**src/rtl/pcf_pkg.sv**
```systemverilog
package pcf_pkg;
  typedef enum logic [1:0] {
    CLS_SEQ     = 2'b00,
    CLS_JMP     = 2'b01,
    CLS_DBG     = 2'b10,
    CLS_SEQ_ALT = 2'b11
  } instr_cls_e;

  localparam int ST_RANGE = 0;
  localparam int ST_WRAP  = 1;
  localparam int ST_ILLOP = 2;
  localparam int ST_W     = 3;
endpackage

```
**src/rtl/pcf_fault_ctrl.sv**
```systemverilog
module pcf_fault_ctrl
  import pcf_pkg::*;
#(
  parameter int PC_W = 16
) (
  input  logic            clk_i,
  input  logic            rst_ni,
  input  logic            step_i,
  input  logic [1:0]      cls_i,
  input  logic            dbg_mode_i,
  input  logic [ST_W-1:0] clr_i,
  input  logic [PC_W:0]   next_i,
  input  logic            wrap_i,
  input  logic            oor_i,
  output logic [PC_W-1:0] pc_o,
  output logic            iae_o,
  output logic            iop_o,
  output logic [ST_W-1:0] status_o
);
  instr_cls_e      cls;
  logic            illop, addr_flt, fault;
  logic [ST_W-1:0] st_set, st_d, status_q;
  logic [PC_W-1:0] pc_q, pc_d;
  logic            iae_q, iop_q;

  always_comb begin
    cls      = instr_cls_e'(cls_i);
    illop    = step_i && (cls == CLS_DBG) && !dbg_mode_i;
    addr_flt = step_i && !illop && (wrap_i || oor_i);
    fault    = illop || addr_flt;
    pc_d     = (step_i && !fault) ? next_i[PC_W-1:0] : pc_q;
    st_set           = '0;
    st_set[ST_RANGE] = addr_flt && !wrap_i;
    st_set[ST_WRAP]  = addr_flt && wrap_i;
    st_set[ST_ILLOP] = illop;
    st_d = (status_q & ~clr_i) | st_set;
  end

  always_ff @(posedge clk_i or negedge rst_ni) begin
    if (!rst_ni) begin
      pc_q     <= '0;
      iae_q    <= 1'b0;
      iop_q    <= 1'b0;
      status_q <= '0;
    end else begin
      pc_q     <= pc_d;
      iae_q    <= addr_flt;
      iop_q    <= illop;
      status_q <= st_d;
    end
  end

  assign pc_o     = pc_q;
  assign iae_o    = iae_q;
  assign iop_o    = iop_q;
  assign status_o = status_q;

  p_hold_on_fault_r4: assert property (@(posedge clk_i) disable iff (!rst_ni)
    (step_i && (wrap_i || oor_i || (cls_i == CLS_DBG && !dbg_mode_i)))
      |=> (pc_q == $past(pc_q)));

  p_wrap_flag_r5: assert property (@(posedge clk_i) disable iff (!rst_ni)
    (step_i && wrap_i && cls_i != CLS_DBG) |=> (iae_q && status_q[ST_WRAP]));

  p_illop_only_r8: assert property (@(posedge clk_i) disable iff (!rst_ni)
    (step_i && cls_i == CLS_DBG && !dbg_mode_i) |=> (iop_q && !iae_q));

  p_one_cause_r7: assert property (@(posedge clk_i) disable iff (!rst_ni)
    iae_q |-> !iop_q);

  p_idle_pc_r11: assert property (@(posedge clk_i) disable iff (!rst_ni)
    !step_i |=> ($stable(pc_q) && !iae_q && !iop_q));

  p_sticky_r10: assert property (@(posedge clk_i) disable iff (!rst_ni)
    (status_q[ST_RANGE] && !clr_i[ST_RANGE]) |=> status_q[ST_RANGE]);
endmodule

```
**config.mk**
```make
export PLATFORM = sky130hd
export DESIGN_NAME = pcf_fault_ctrl
export DESIGN_NICKNAME = d
export VERILOG_FILES = /design/src/rtl/pcf_pkg.sv /design/src/rtl/pcf_fault_ctrl.sv
export SDC_FILE = /design/constraint.sdc
export NUM_CORES = 1
export LEC_CHECK = 0
export BUFFER_PORTS_ARGS = -buffer_cell sky130_fd_sc_hd__buf_2
export CORE_MARGIN = 10
export CORE_UTILIZATION = 40
export DETAILED_ROUTE_END_ITERATION = 8
export MAX_ROUTING_LAYER = met4
export PLACE_DENSITY = 0.86
export SYNTH_ARGS = -nofsm -noshare
export SYNTH_HDL_FRONTEND = slang
export SYNTH_SLANG_ARGS = --single-unit
```
**constraint.sdc**
```tcl
create_clock -name clk_i -period 1.85 [get_ports clk_i]
set_input_delay 0.185 -clock clk_i [delete_from_list [all_inputs] [get_ports clk_i]]
set_output_delay 0.185 -clock clk_i [all_outputs]
set_load 0.1 [all_outputs]
```
Word level (Yosys, flattened, before mapping) --
Index checks and enable logic that the tools add are counted.
Cells by class: eq/ne operators 1, bitwise logic cells 3, reductions and logical operators 13
Operators by type and width (number):
- $logic_and 1x1->1 | 7
- $logic_not 1->1 | 4
- $and 3x3->3 | 1
- $not 3->3 | 1
- $or 3x3->3 | 1
- $eq 2x2->1 const B | 1
- $logic_or 1x1->1 | 2
Storage, ports and cells: flip-flop bits (word level) 21, input bits 28, output and inout port bits 21, word-level logic and storage cells 21

Depth between registers and ports, before layout --
word-level depth 9, mapped depth 5, depth with buffers taken out 3

Worst setup path after synthesis --
OpenSTA, ideal clock, no wires.
path kind in2reg, from input dbg_mode_i, to register pc_q[10] (netlist: pc_o[10]), library setup time 0.125 ns, arrival time 1.248 ns, slack 0.477 ns, cell stages on the path 5, cell sequence or3b_1 > buf_6 > nand3_4 > buf_12 > mux2_4
On the way: cells in the longest elaborated chain, start to end 8
Ends and longest elaborated chain:
- from (decl) | line pcf_fault_ctrl.sv:10 | input logic dbg_mode_i,
- $logic_not 1->1 * | line pcf_fault_ctrl.sv:28 | illop = step_i && (cls == CLS_DBG) && !dbg_mode_i;
- $logic_and 1x1->1 * | line pcf_fault_ctrl.sv:28
- $logic_not 1->1 | line pcf_fault_ctrl.sv:29 | addr_flt = step_i && !illop && (wrap_i || oor_i);
- $logic_and 1x1->1 (2 in a row) | line pcf_fault_ctrl.sv:29
- $logic_or 1x1->1 * | line pcf_fault_ctrl.sv:30 | fault = illop || addr_flt;
- $logic_not 1->1 * | line pcf_fault_ctrl.sv:31 | pc_d = (step_i && !fault) ? next_i[PC_W-1:0] : pc_q;
- $logic_and 1x1->1 * | line pcf_fault_ctrl.sv:31
- to (signal assigned) | line pcf_fault_ctrl.sv:46 | pc_q <= pc_d;
- to (decl) | line pcf_fault_ctrl.sv:23 | logic [PC_W-1:0] pc_q, pc_d;
Every way passes the cells marked *; elsewhere a longest branch is shown, timed or not. A chain may end at the register's enable or synchronous reset.

Final worst setup path --
from register pc_q[8] (netlist: pc_o[8]), to output pc_o[8]
RTL lines:
- to (decl) | line pcf_fault_ctrl.sv:15 | output logic [PC_W-1:0] pc_o,
No word-level cell between the ends.

==> reports/qor.txt <==
=================================================================================================================
Final Slew Violations                                                                                           0
Mapped Area                                                                                            859.6 um^2
Part of the cycle the worst path needs                                                                     68.55%
Overall power after layout                                                                             0.001630 W
Leakage component of the power                                                                          0.6241 nW
Critical-path top delay cell                                                                         sky130_fd_sc_hd__buf_2
Clock latency reported for the late side of the worst-skew pair                                           0.28 ns
Category of the critical setup timing path                                                             reg -> out
Worst hold-check path type                                                                              in -> reg
CTS tree                                                                                                      yes
DP Wirelength                                                                                             1587 um
Top cell type by total area after synthesis                                                          sky130_fd_sc_hd__dfrtp_1
Multiplexer share of the synthesized area                                                                  25.33%
Largest delay share family, worst path                                                               buffers and inverters
Avg Synthesized Cell Area                                                                              15.92 um^2
Outcome                                                                                              finished, final reports clean
Total wirelength of the detailed-routed design                                                            1895 um
PwrDens                                                                                              1438 nW/um^2
Number of input and output port buffers inserted                                                               47
Detailed-routing iteration count for the pre-antenna-repair pass                                                4
Post-synthesis simple-gate area fraction                                                                   5.386%
Net count reported at finish                                                                                  133
Clock transition time at the flip-flop clock pins of the worst setup and hold paths                       0.10 ns
Share of post-route cells with drive strength above 1                                                      64.42%
Number of clock sinks                                                                                          21
Worst setup SP type                                                                                     flip-flop
Post-synth EDFFs                                                                                                0
Remaining antenna violation count after routing                                                                 0
Required time worst endpoint                                                                              1.66 ns
Routed length per instance                                                                               14.47 um
Worst Tran Pin Value                                                                                    0.5064 ns
Placer Congestion                                                                                          0.7883
GRT Residual Overflow                                                                                           0
Area fraction in compound gates after synthesis                                                            2.329%
Initial antenna violation count                                                                                 0
Most common cell in the netlist                                                                      sky130_fd_sc_hd__dfrtp_1
Arrival time at the worst endpoint                                                                        1.08 ns
Arithmetic-cell share of the synthesized area counting full adders, half adders and majority gates             0%
Final Hold Slack                                                                                       0.06478 ns
Fraction of the yosys area taken by sequential cells                                                       61.14%
Register bit count reported by yosys                                                                           21
Worst rel slew slack                                                                                       66.47%
Highest fanout seen on the critical path                                                                        2
Width of the die                                                                                         66.36 um
Clock Tree Buf Depth                                                                                            2
Portion of synthesized cell area occupied by the leading cell type                                         61.14%
# setup viols final                                                                                             0
Pin count of the biggest net entering global routing                                                           22
Standard-cell rows                                                                                             16
Time the final worst path needs with I/O delays and setup                                                1.268 ns
Max Clock Freq                                                                                          788.5 MHz
Combined global-route utilization of all metal layers                                                      9.403%
Dominant combinational cell family by area after synthesis                                           multiplexers
Total via count in the routed design                                                                          585
Cell-by-cell trace of the critical path                                                                     buf_2
Maximum vdd ir drop                                                                                     0.6549 mV
Total count of hold-check failures in the final report                                                          0
Nets in the synthesized netlist                                                                                82
Drt first-iter violations                                                                                      34
Average via count per standard cell                                                                         4.466
Post-synthesis cell type count                                                                                 14
Setup Fix Bufs, Post-CTS                                                                                        0
Area inside the core boundary                                                                           2002 um^2
IO Count                                                                                                       49
Critical path endpoint category                                                                      primary output
Wire length of the first global-routing pass                                                              3146 um
Initial core utilization                                                                                   42.94%
Post-synth top cells                                                                                 sky130_fd_sc_hd__dfrtp_1 (21), sky130_fd_sc_hd__mux2_4 (10), sky130_fd_sc_hd__mux2_2 (6), sky130_fd_sc_hd__inv_1 (5), sky130_fd_sc_hd__nor2_1 (3)
H-tree levels                                                                                                   1
Die area                                                                                                4403 um^2
Setup repair after global routing missed its margin                                                         false
Total of warnings raised by yosys                                                                               0
Setup ws final                                                                                          0.5817 ns
Post-synth top flop                                                                                  sky130_fd_sc_hd__dfrtp_1
Buf/Inv on CP                                                                                                   1
Worst setup timing slack at the placement stage                                                         0.2733 ns
Reported max-cap violation count                                                                                0
Slowest stage delay, CP                                                                                   0.43 ns
Clock root buffer master                                                                             sky130_fd_sc_hd__clkbuf_4
Drc violations                                                                                                  0
Vias in the first global route                                                                                662
Sum of negative setup slack                                                                                  0 ns
Quantity of gates resized following cts                                                                         0
Die extent in y                                                                                          66.36 um
Dominant cells by area after synthesis                                                               sky130_fd_sc_hd__dfrtp_1 (61%), sky130_fd_sc_hd__mux2_4 (17%), sky130_fd_sc_hd__mux2_2 (7.9%)
Total inserted antenna cells                                                                                    0
Number of buffers added by the clock tree synthesis step                                                        3
XOR/XNOR Fraction of Synth Area                                                                                0%
Worst Clk Skew                                                                                               0 ns
Fraction of registers with async set/reset                                                                 100.0%
Cell count after synthesis                                                                                     54
Area Growth Syn to Fin                                                                                     31.88%
=================================================================================================================
==> final timing paths <==
path / start / endpoint / slack, ns / depth (start not counted)
setup reg to reg: pc_o[1] / pc_o[1] / 1.08 / 1
hold reg to reg: pc_o[4] / pc_o[4] / 0.51 / 1
min in group asynchronous: rst_ni / pc_o[8] / 0.36 / 2
max in group asynchronous: rst_ni / pc_o[14] / 1.19 / 2
hold / removal: clr_i[2] / status_o[2] / 0.06 / 2
setup / recovery: pc_o[8] / pc_o[8] / 0.58 / 1
==> repair_timing <==
| item | CTS | global route |
|---|---|---|
| hold endpoints to repair | 21 | 0 |
| hold buffers | 1 | 0 |
| endpoints found under the setup margin | 0 | 0 |
==> registers in the layout, summed over array words and instances, names as in the netlist <==
| signal | flops |
|---|---|
| pc_o | 16 |
| iop_o | 1 |
| iae_o | 1 |
| status_o | 3 |
==> layout by cell type, fill, tap and decap left out, drive strengths merged <==
cell / count
mux2: 16
or3b: 1
nand2: 1
clkbuf: 4
o21ai: 1
nand3: 2
inv: 5
dfrtp: 21
o32ai: 1
buf: 47
dlygate4sd3: 1
nor2: 3
o22ai: 1
==> stage by stage <==
| stage | std cells | instance area [um^2] | utilization (%) |
|---|---|---|---|
| 2_1_floorplan | 54 | 859.6 | - |
| 3_3_place_gp | 126 | 1097 | 54.81 |
| 3_5_place_dp | 126 | 1097 | 54.81 |
| 4_1_cts | 131 | 1134 | 56.63 |
| 5_1_grt | 131 | 1134 | 56.63 |
| 6_report | 131 | 1134 | 56.63 |
==> cells by family (layout without fill, tap and decap cells) <==
| logic type | count (synthesis) | count (layout) |
|---|---|---|
| AO/OA/AOI/OAI | 3 | 3 |
| buffers and inverters | 7 | 57 |
| flip-flops | 21 | 21 |
| multiplexers | 16 | 16 |
| AND/OR/NAND/NOR | 7 | 7 |
==> routing by layer <==
metal | part of all wire, % | track usage (%)
met5 | 0 | -
met2 | 45 | 14.23
met3 | 11 | 5.763
met1 | 43 | 9.892
met4 | 0.53 | 3.141
==> layout make-up <==
type,instances,area [um^2]
clock buffer,4,26.28
fill,176,868.3
inverter,5,18.77
multi-input combinational,26,284.0
sequential,21,525.5
tap,27,33.78
timing repair buffer,48,245.2
==> where the power goes <==
| part | leakage [nW] | switching (W) | internal, W |
|---|---|---|---|
| clock | 0.0150 | 0.000118 | 0.0000837 |
| sequential | 0.255 | 0.0000374 | 0.000538 |
| combinational | 0.354 | 0.000692 | 0.000161 |
Note: power is estimated with default switching activity, not from simulation.
